[src/rtl/fifo_evt_irq_pkg.sv]
package fifo_evt_irq_pkg;
  typedef enum logic [1:0] {
    SEL_NONE,
    SEL_MASTER,
    SEL_STATUS,
    SEL_ENABLE
  } reg_sel_e;
endpackage

[src/rtl/evt_rise_detect.sv]
module evt_rise_detect #(
  parameter int NUM_SRC = 4
) (
  input  logic               clk,
  input  logic               rst,
  input  logic [NUM_SRC-1:0] lvl,
  output logic [NUM_SRC-1:0] rise
);
  logic [NUM_SRC-1:0] lvl_q;

  always_ff @(posedge clk) begin
    if (rst) lvl_q <= '0;
    else     lvl_q <= lvl;
  end

  for (genvar i = 0; i < NUM_SRC; i++) begin : g_edge
    assign rise[i] = lvl[i] & ~lvl_q[i];

    // a held level produces a single pulse
    assert_single_pulse_R5: assert property (@(posedge clk) disable iff (rst)
      rise[i] |=> !rise[i]);
  end
endmodule

[src/rtl/evt_status_enable.sv]
module evt_status_enable #(
  parameter int NUM_SRC = 4
) (
  input  logic               clk,
  input  logic               rst,
  input  logic               wr_status,
  input  logic               wr_enable,
  input  logic [NUM_SRC-1:0] wbits,
  input  logic [NUM_SRC-1:0] rise,
  output logic [NUM_SRC-1:0] status,
  output logic [NUM_SRC-1:0] enable
);
  logic [NUM_SRC-1:0] toggle;

  assign toggle = wr_status ? wbits : '0;

  always_ff @(posedge clk) begin
    if (rst) begin
      status <= '0;
      enable <= '0;
    end else begin
      status <= (status ^ toggle) | rise;
      if (wr_enable) enable <= wbits;
    end
  end

  for (genvar i = 0; i < NUM_SRC; i++) begin : g_chk
    assert_edge_sets_R4: assert property (@(posedge clk) disable iff (rst)
      rise[i] |=> status[i]);
    assert_event_wins_R7: assert property (@(posedge clk) disable iff (rst)
      (rise[i] && wr_status && wbits[i]) |=> status[i]);
    assert_idle_hold_R6: assert property (@(posedge clk) disable iff (rst)
      (!rise[i] && !wr_status) |=> $stable(status[i]));
  end

  assert_enable_load_R8: assert property (@(posedge clk) disable iff (rst)
    wr_enable |=> (enable == $past(wbits)));
endmodule

[src/rtl/evt_irq_gate.sv]
module evt_irq_gate #(
  parameter int NUM_SRC = 4
) (
  input  logic               clk,
  input  logic               rst,
  input  logic               master,
  input  logic [NUM_SRC-1:0] status,
  input  logic [NUM_SRC-1:0] enable,
  output logic               irq
);
  always_ff @(posedge clk) begin
    if (rst) irq <= 1'b0;
    else     irq <= master & |(status & enable);
  end

  assert_master_gate_R9: assert property (@(posedge clk) disable iff (rst)
    !master |=> !irq);
  assert_no_source_R9: assert property (@(posedge clk) disable iff (rst)
    ((status & enable) == '0) |=> !irq);
endmodule

[src/rtl/fifo_evt_irq.sv]
module fifo_evt_irq
  import fifo_evt_irq_pkg::*;
#(
  parameter int ADDR_W     = 9,
  parameter int DATA_W     = 32,
  parameter int NUM_SRC    = 4,
  parameter int MASTER_BIT = 31,
  parameter int OFF_MASTER = 'h1C,
  parameter int OFF_STATUS = 'h20,
  parameter int OFF_ENABLE = 'h28
) (
  input  logic               clk,
  input  logic               rst,
  input  logic               bus_wr,
  input  logic               bus_rd,
  input  logic [ADDR_W-1:0]  bus_addr,
  input  logic [DATA_W-1:0]  bus_wdata,
  output logic [DATA_W-1:0]  bus_rdata,
  input  logic [NUM_SRC-1:0] evt_in,
  output logic               irq
);
  localparam logic [ADDR_W-1:0] A_MASTER = ADDR_W'(OFF_MASTER);
  localparam logic [ADDR_W-1:0] A_STATUS = ADDR_W'(OFF_STATUS);
  localparam logic [ADDR_W-1:0] A_ENABLE = ADDR_W'(OFF_ENABLE);

  reg_sel_e           sel;
  logic               master;
  logic [NUM_SRC-1:0] rise, status, enable;
  logic [DATA_W-1:0]  rd_mux;

  always_comb begin
    if      (bus_addr == A_MASTER) sel = SEL_MASTER;
    else if (bus_addr == A_STATUS) sel = SEL_STATUS;
    else if (bus_addr == A_ENABLE) sel = SEL_ENABLE;
    else                           sel = SEL_NONE;
  end

  always_ff @(posedge clk) begin
    if (rst)                              master <= 1'b0;
    else if (bus_wr && sel == SEL_MASTER) master <= bus_wdata[MASTER_BIT];
  end

  evt_rise_detect #(.NUM_SRC(NUM_SRC)) u_rise (
    .clk (clk), .rst (rst), .lvl (evt_in), .rise (rise)
  );

  evt_status_enable #(.NUM_SRC(NUM_SRC)) u_regs (
    .clk       (clk),
    .rst       (rst),
    .wr_status (bus_wr && sel == SEL_STATUS),
    .wr_enable (bus_wr && sel == SEL_ENABLE),
    .wbits     (bus_wdata[NUM_SRC-1:0]),
    .rise      (rise),
    .status    (status),
    .enable    (enable)
  );

  evt_irq_gate #(.NUM_SRC(NUM_SRC)) u_gate (
    .clk (clk), .rst (rst), .master (master),
    .status (status), .enable (enable), .irq (irq)
  );

  always_comb begin
    rd_mux = '0;
    case (sel)
      SEL_MASTER: rd_mux[MASTER_BIT]    = master;
      SEL_STATUS: rd_mux[NUM_SRC-1:0]   = status;
      SEL_ENABLE: rd_mux[NUM_SRC-1:0]   = enable;
      default:    rd_mux                = '0;
    endcase
  end

  always_ff @(posedge clk) begin
    if (rst)         bus_rdata <= '0;
    else if (bus_rd) bus_rdata <= rd_mux;
    else             bus_rdata <= '0;
  end

  assert_reset_clear_R1: assert property (@(posedge clk) disable iff (rst)
    $past(rst) |-> (!irq && bus_rdata == '0 && status == '0 && !master));
  assert_unmapped_write_R10: assert property (@(posedge clk) disable iff (rst)
    (bus_wr && sel == SEL_NONE) |=> ($stable(master) && $stable(enable)));
endmodule

[config.mk]
export PLATFORM = sky130hd
export DESIGN_NAME = fifo_evt_irq
export DESIGN_NICKNAME = d
export VERILOG_FILES = /design/src/rtl/fifo_evt_irq_pkg.sv /design/src/rtl/evt_rise_detect.sv /design/src/rtl/evt_status_enable.sv /design/src/rtl/evt_irq_gate.sv /design/src/rtl/fifo_evt_irq.sv
export SDC_FILE = /design/constraint.sdc
export NUM_CORES = 1
export LEC_CHECK = 0
export BUFFER_PORTS_ARGS = -buffer_cell sky130_fd_sc_hd__buf_2
export CAP_MARGIN = 0
export CORE_MARGIN = 2
export CORE_UTILIZATION = 35
export DETAILED_ROUTE_END_ITERATION = 8
export MAX_ROUTING_LAYER = met4
export PLACE_DENSITY = 0.72
export SYNTH_ARGS = -nofsm -noshare
export SYNTH_HDL_FRONTEND = slang
export SYNTH_SLANG_ARGS = --single-unit
[constraint.sdc]
create_clock -name clk -period 1.7 [get_ports clk]
set_input_delay 0.17 -clock clk [delete_from_list [all_inputs] [get_ports clk]]
set_output_delay 0.17 -clock clk [all_outputs]
set_load 0.01 [all_outputs]
-- Yosys cells after proc, flatten, opt, wreduce, memory -nomap -nowiden
Index checks and enable logic that the tools add are counted.
- $add $sub $neg: 0
- $mul: 0
- divide/modulo/power cells: 0
- magnitude comparators: 0
- eq/ne operators: 6
- shift-type cells: 0
- mux-type cells: 5
- bitwise logic cells: 14
- reduce and logical (&&, ||, !) cells: 6
- operators with widths (operator ; count):
    $eq 9x6->1 const B ; 2
    $eq 9x5->1 const B ; 1
    $pmux 4 s2 ; 1
    $mux 2 ; 3
    $not 1->1 ; 6
    $and 1x1->1 ; 5
    $and 4x4->4 ; 1
    $eq 2x2->1 const B ; 2
    $mux 4 ; 1
    $or 4x4->4 ; 1
    $reduce_or 4->1 ; 1
    $xor 4x4->4 ; 1
    $logic_and 1x1->1 ; 3
    $reduce_or 3->1 ; 1
    $eq 2x1->1 const B ; 1
    $reduce_or 2->1 ; 1
- register bits after elaboration: 46
- latch bits: 0
- bits in writable memories: 0
- ROM bits: 0
- bits of input ports: 49
- output and inout port bits: 33
- word-level logic and storage cells: 39
- memories kept: 0

-- Logic depth before layout (Yosys ltp)
Gate-level depths: netlist of the first run.
- depth after elaboration: 9
- depth in mapped cells: 4
- gate-level depth less buffers: 3

-- Modules after synthesis
A second synthesis of the first run with hierarchy kept.
- cells, all modules: 105
- area, all modules: 1019.7 um2
- by module, submodules not included (module ; times used ; cells each ; area each (um2) ; sequential area each (um2)):
    fifo_evt_irq ; 1 ; 58 ; 519.2 ; 120.1
    evt_status_enable ; 1 ; 30 ; 314.1 ; 160.2
    evt_rise_detect ; 1 ; 12 ; 140.1 ; 80.1
    evt_irq_gate ; 1 ; 5 ; 46.3 ; 20.0

-- Least setup slack after synthesis of the first run
OpenSTA, ideal clock, no wires.
- path type: in2reg
- from: input port bus_addr[7]
- to: register u_regs.enable[0]
- setup time: 0.072 ns
- arrival: 1.036 ns
- required time: 1.628 ns
- slack: 0.593 ns
- stages: 4
- buffers on the path: 1
- path through: nor4b_4 -> and4_1 -> buf_6 -> mux2i_1
- longest elaborated chain between the ends: 6
- elaborated cells between the ends (all ways): 8
- classes of those cells: eq/ne (4); mux (3); reduce/logical (1)
- RTL lines (element ; line ; RTL):
    from (decl) ; fifo_evt_irq.sv:16 ; input logic [ADDR_W-1:0] bus_addr,
    $eq 9x6->1 ; fifo_evt_irq.sv:34 ; else if (bus_addr == A_ENABLE) sel = SEL_ENABLE;
    $mux 2 ; fifo_evt_irq.sv:34 ;
    $mux 2 ; fifo_evt_irq.sv:33 ; else if (bus_addr == A_STATUS) sel = SEL_STATUS;
    $mux 2 (*) ; fifo_evt_irq.sv:32 ; if (bus_addr == A_MASTER) sel = SEL_MASTER;
    $eq 2x2->1 (*) ; fifo_evt_irq.sv:51 ; .wr_enable (bus_wr && sel == SEL_ENABLE),
    $logic_and 1x1->1 (*) ; fifo_evt_irq.sv:51 ;
    to (signal assigned) ; evt_status_enable.sv:23 ; if (wr_enable) enable <= wbits;
    to (decl) ; evt_status_enable.sv:11 ; output logic [NUM_SRC-1:0] enable
Every way passes the cells marked *; elsewhere a longest branch is shown, timed or not.
A chain may end at the register's enable or synchronous reset.

-- Worst setup path in the final report of the first run
- from: input port bus_addr[7]
- to: register u_regs.status[1]
- longest elaborated chain between the ends: 9
- elaborated cells between the ends (all ways): 11
- classes of those cells: eq/ne (4); mux (4); bitwise (2); reduce/logical (1)
- RTL lines (element ; line ; RTL):
    $eq 9x6->1 ; fifo_evt_irq.sv:34 ;
    $mux 2 ; fifo_evt_irq.sv:34 ;
    $mux 2 ; fifo_evt_irq.sv:33 ;
    $mux 2 (*) ; fifo_evt_irq.sv:32 ;
    $eq 2x2->1 (*) ; fifo_evt_irq.sv:50 ; .wr_status (bus_wr && sel == SEL_STATUS),
    $logic_and 1x1->1 (*) ; fifo_evt_irq.sv:50 ;
    $mux 4 (*) ; evt_status_enable.sv:15 ; assign toggle = wr_status ? wbits : '0;
    $xor 4x4->4 (*) ; evt_status_enable.sv:22 ; status <= (status ^ toggle) | rise;
    $or 4x4->4 (*) ; evt_status_enable.sv:22 ;
    to (signal assigned) ; evt_status_enable.sv:22 ;
    to (decl) ; evt_status_enable.sv:10 ; output logic [NUM_SRC-1:0] status,
Marked as above.

==> metrics, run 1 <==
peak supply drop=0.000240 V; Sw Pwr=0.000217 W; pwr/cell area=695 nW/um^2; Post-Route Setup TNS=0 ns; DR DRC count=0; row count=20; EDFF count, synth=0; hold path depth=2; antenna violations before repair=0; Placed Cells=175; CP Depth=5; largest net degree at the start of global routing=20; cell with the most instances after synthesis=buf_4; Routed WL=1.81 mm; Max Cap Viol=0; postcts setup bufs=0; P&R area growth vs syn=8.79%; Die Span X=59.2 microns; Die Footprint=3510 sq um; latest clock arrival within the worst-skew pair=0.29 ns; Worst Setup EP=u_regs.status[1]; TritonCTS buffer count=3; CP delay by family, top=simple AND/OR/NAND/NOR gates; Hold Path Origin=evt_in[2]; critical path class=in2reg; RR Startpoint=u_rise.lvl_q[1]; minimum clock period=1.03 ns; Post-synth top cells=27 x buf_4, 19 x dfxtp_1, 11 x nor2_1; All-Layer GR Usage=10.8%; vias in the first global route=636; Clock power frac=27.6%; status=complete, no violations; syn avg cell area=9.12 sq um; Final #Nets=196; crit-path max cell delay=0.36 ns; CP max FO=5; vias per cell=4.38; area of the mapped netlist=1070 sq um; Non-Filler Instances=179; R2R Path End=u_regs.status[1]; final number of hold-violating endpoints=0; Hold Crit Class=in2reg; Worst-path clk slew=0.10 ns; Worst setup EP type=flip-flop; fmax=0.974 GHz; Worst Path Required=1.90 ns; antenna-violating nets left=0; Post-Route Skew=0.00414 ns; hold_buf cts=0; Seq pwr share=57.9%; Reg2Reg Setup Slack=0.86 ns; fin crit share=60.4%; post_cts resized=0; LEAKAGE=0.533 nW; Seq cells post-synth=19; Cell Int Power=0.000590 W; Core Box Area=2980 sq um; CP Launch Type=input port; Seq/Total Area, Yosys=35.6%; first-pass GRT wire length=2.75 mm; ant diodes=0; input/output buffers=27; post-synth top area share=35.6%; max-slew violation count=0; Yosys cell types=24; WP buf/inv=2; Ports=82; Initial DRC Count=16; share of cells above drive strength 1=24.7%; Root Buffer=clkbuf_4; die span in y=59.2 microns; Crit. Startpoint=bus_addr[7]; synthesized instance count=117; DR vias=784; initial core utilization=35.8%; number of H-tree levels=1; Worst EP arrival=1.23 ns; RSZ-0062 raised after global routing=false; Final Wtd Congestion=0.764; Worst R2R Path Depth=3; Area contributors post-synth=dfxtp_1 36%, buf_4 19%, mux2i_1 8.4%; switch share=26.9%; Synthesis Warnings=0; Most used DFF post-synth=dfxtp_1; WL per Instance=10.1 microns; CTS sink count=19; overflow left after global routing=0; ys async rst share=0%; final HPWL from detailed placement=1.44 mm; First-pass DRT Iterations=4; Worst path slowest cell=nor4b_4; CTS Buffer Depth=2; power share of the combinational group=14.5%; CTS tree=built; Setup Viol. Count Final=0; crit path cell chain=buf_2, nor4b_4, buf_4, nand4_1, a221oi_1; post-synth top area cell=dfxtp_1
[registers in the layout, summed over array words and instances, names as in the netlist]
register and cells:
u_regs.enable 4, master 1, u_rise.lvl_q 4, bus_rdata 5
u_gate.irq 1, u_regs.status 4
[cell families after synthesis]
logic type	Yosys count	synth area share, %
AOI/OAI and AO/OA	9	6.09
DFF	19	35.6
and+or+nand+nor	47	27.9
buffers and inverters	32	21.6
other	1	0.351
muxes	9	8.44
[final cells by class]
| cell class | instances | area, sq um |
|---|---|---|
| Fill cell | 315 | 1820 |
| Multi-Input combinational cell | 92 | 554 |
| Sequential cell | 19 | 380 |
| Timing Repair Buffer | 29 | 150 |
| Tap cell | 33 | 41.3 |
| Clock buffer | 3 | 22.5 |
| Inverter | 2 | 7.51 |
| Clock inverter | 1 | 5.00 |
[layout by cell type (no fill, tap or decap), types with 3 or more instances in the layout]
cell / Yosys / final
nor2_1: 11 / 11
nand2_1: 5 / 5
nor2b_1: 8 / 8
nand4_1: 5 / 5
clkbuf_4: 0 / 3
nand2b_1: 10 / 10
conb_1: 1 / 27
dfxtp_1: 19 / 19
a21oi_1: 3 / 3
buf_2: 1 / 27
a221oi_1: 4 / 4
mux2i_1: 9 / 9
[layer usage]
layer	routed length, microns	global-route usage [%]
met1	759	13.7
met5	0	-
met4	6	4.87
met3	166	2.40
met2	875	16.3
[power groups by stage]
| stage | registers (W) | logic, W | clock network, W |
|---|---|---|---|
| global placement | 0.000477 | 0.000115 | 0 |
| finish | 0.000467 | 0.000117 | 0.000223 |
| CTS | 0.000467 | 0.000117 | 0.000234 |
| detailed placement | 0.000477 | 0.000117 | 0 |
| floorplan | 0.000474 | 0.000118 | 0 |
| global route | 0.000469 | 0.000132 | 0.000258 |
[stage by stage]
| step | setup WS, ns | utilization [%] | hold slack (ns) | area (sq um) | power (W) |
|---|---|---|---|---|---|
| 4_1_cts | 0.670 | 39.0 | 0.0909 | 1160 | 0.000818 |
| 3_3_place_gp | 0.381 | 38.1 | 0.395 | 1130 | 0.000592 |
| 5_1_grt | 0.563 | 39.0 | 0.0937 | 1160 | 0.000859 |
| 6_report | 0.673 | 39.0 | 0.0978 | 1160 | 0.000807 |
| 2_1_floorplan | 0.593 | - | 0.288 | 1160 | 0.000592 |
| 3_5_place_dp | 0.362 | 38.1 | 0.399 | 1130 | 0.000594 |
[worst min path at each step]
stage / endpoint / slack, ns
CTS: u_rise.lvl_q[0] / 0.09
global placement: u_rise.lvl_q[1] / 0.39
floorplan: bus_rdata[31] / 0.29
finish: u_rise.lvl_q[2] / 0.1
detailed placement: u_rise.lvl_q[1] / 0.40
global route: u_rise.lvl_q[1] / 0.09
No activity file was read; power rests on OpenSTA's default activity.
==> run 2: changes to the inputs <==
Settings changed: ABC_AREA set to 1, PLACE_DENSITY 0.72 to 0.75.
Clock period 1.7 ns to 0.85 ns, I/O delays scaled along.
==> metrics, run 2 <==
largest family of logic cells by synthesized area=simple AND/OR/NAND/NOR gates; Die Footprint=3430 sq um; Post-Route Skew=0.00958 ns; minimum clock period=0.826 ns; Worst R2R Path Depth=4; pwr/cell area=1310 nW/um^2; share of cells above drive strength 1=29.3%; initial core utilization=37.2%; Core Box Area=2810 sq um; CP Launch Type=flip-flop; Initial DRC Count=14; Hold Path Origin=evt_in[3]; post-synth top area share=36.5%; CTS sink count=19; R2R Path End=u_regs.status[2]; Max Cap Viol=0; Worst path slowest cell=dfxtp_1; commonest non-fill, non-tap cell in the layout=nand2_1; CP delay by family, top=flip-flops; overflow left after global routing=0; antenna-violating nets left=0; P&R area growth vs syn=18.6%; crit path cell chain=buf_2; CP max FO=1; most frequent cells in the layout=30 x nand2_1, 27 x conb_1, 27 x buf_2, 18 x inv_1, 15 x dfxtp_1; DR vias=900; final HPWL from detailed placement=1.51 mm; input/output buffers=27; DR DRC count=2; die span in y=58.6 microns; Largest Register=bus_rdata; Synthesis Warnings=0; status=complete, but fails checks; fin crit share=97.1%; CTS Buffer Depth=2; Worst Path Required=0.76 ns; Root Buffer=clkbuf_4; Hold Crit Class=in2reg; Routed WL=1.84 mm; Synth Area in Adders=0%; RSZ-0062 raised after global routing=true; final number of hold-violating endpoints=0; Setup Viol. Count Final=0; number of H-tree levels=1; crit-path max cell delay=0.32 ns; Seq/Total Area, Yosys=36.5%; Worst-path clk slew=0.11 ns; Final #Nets=234; Synth Area in XOR/XNOR=0%; postcts setup bufs=0; Die Span X=58.6 microns; critical path class=reg2out; latest clock arrival within the worst-skew pair=0.30 ns; first-pass GRT wire length=3.02 mm; ant diodes=0; Yosys cell types=17; largest net degree at the start of global routing=15; multiplexer share of the synthesized area=0%; synthesized instance count=147; Seq cells post-synth=19; vias in the first global route=726; max reg flops=5; max-slew violation count=0; vias per cell=4.19; RR Startpoint=u_rise.lvl_q[2]; Ports=82; Area contributors post-synth=dfxtp_1 36%, buf_4 19%, nand2_1 11%; Final Wtd Congestion=0.778; ys async rst share=0%; Worst EP arrival=0.74 ns; hold slack=0.0143 ns; CTS tree=built; WL per Instance=8.57 microns; row count=19; Post-synth top cells=31 x nand2_1, 27 x buf_4, 19 x dfxtp_1; Post-Synth Simple-Gate Area=30.3%; Worst Hold Path EP=u_rise.lvl_q[3]; area of the mapped netlist=1040 sq um; syn avg cell area=7.10 sq um; Crit. Startpoint=u_gate.irq; All-Layer GR Usage=11.9%; WP buf/inv=1; TritonCTS buffer count=3; violated checks=DRC; fmax=1.21 GHz; cell with the most instances after synthesis=nand2_1; First-pass DRT Iterations=6; Reg2Reg Setup Slack=0.04 ns; peak supply drop=0.000978 V; Worst setup EP type=output pin; LEAKAGE=0.621 nW; Most used DFF post-synth=dfxtp_1; post-synth top area cell=dfxtp_1; antenna violations before repair=0; Post-Route Setup TNS=0 ns; EDFF count, synth=0; area fraction in compound gates after synthesis=5.16%; hold path depth=3
==> run 2: cell count changes after synthesis, moves of 5 or more <==
| cell | before | now |
|---|---|---|
| nand2_1 | 5 | 31 |
| mux2i_1 | 9 | 0 |
| nand3_1 | 0 | 16 |
| nor2b_1 | 8 | 0 |
| inv_1 | 2 | 18 |
| nand2b_1 | 10 | 0 |
| a21oi_1 | 3 | 8 |
==> run 2: power by group <==
part | internal [W] | switching [W] | total, W
clock | 0.000175 | 0.000269 | 0.000444
sequential | 0.000918 | 0.0000182 | 0.000936
combinational | 0.0000925 | 0.000148 | 0.000241
==> run 2: how the worst max path moves through the flow <==
stage | end | slack (ns) | cells past startpoint
6_report | irq | 0.02 | 1
5_1_grt | irq | -0.03 | 1
4_1_cts | irq | 0.01 | 1
3_5_place_dp | u_regs.enable[2] | -0.26 | 8
3_3_place_gp | u_regs.enable[3] | -0.23 | 8
2_1_floorplan | u_regs.enable[0] | -0.09 | 6
==> run 2: layout make-up <==
cell class	count	area, sq um
tap	31	38.8
multi-input combinational	106	499
clock inverter	1	5.00
clock buffer	3	22.5
inverter	18	67.6
fill	304	1570
sequential	19	385
timing repair buffer	37	219
==> run 2: worst reg2reg max path, delay by kind of cell, from the launching register on <==
kind,cells,cell delay (ns)
buffers and inverters,1,0.04
AND/OR/NAND/NOR,3,0.41
flip-flops,1,0.30
==> run 2: per-layer routing <==
| layer | global-route usage, % | part of all wire (%) |
|---|---|---|
| met5 | - | 0 |
| met4 | 1.95 | 0.54 |
| met3 | 4.62 | 8.4 |
| met2 | 19.3 | 49 |
| met1 | 14.3 | 42 |
==> run 2: cells by family after synthesis <==
family,Yosys count
buffers and inverters,48
other,1
AO/OA/AOI/OAI,10
flip-flops,19
AND/OR/NAND/NOR,69
==> run 2: through the flow <==
step                instance area, sq um  instances  setup WS [ns]  total power, W  utilization (%)
floorplan                           1160        173        -0.0897         0.00118                -
global placement                    1170        209         -0.234         0.00118             41.8
detailed placement                  1170        209         -0.256         0.00118             41.8
CTS                                 1220        215        0.00952         0.00164             43.5
global route                        1240        215        -0.0275         0.00174             44.1
finish                              1240        215         0.0245         0.00162             44.1
==> run 2: timing repair <==
| item | 4_1_cts | 5_1_grt |
|---|---|---|
| hold buffers | 2 | 0 |
| endpoints found under the hold margin | 2 | 0 |
| gates resized for setup | 0 | 7 |
| endpoints found under the setup margin | 0 | 11 |
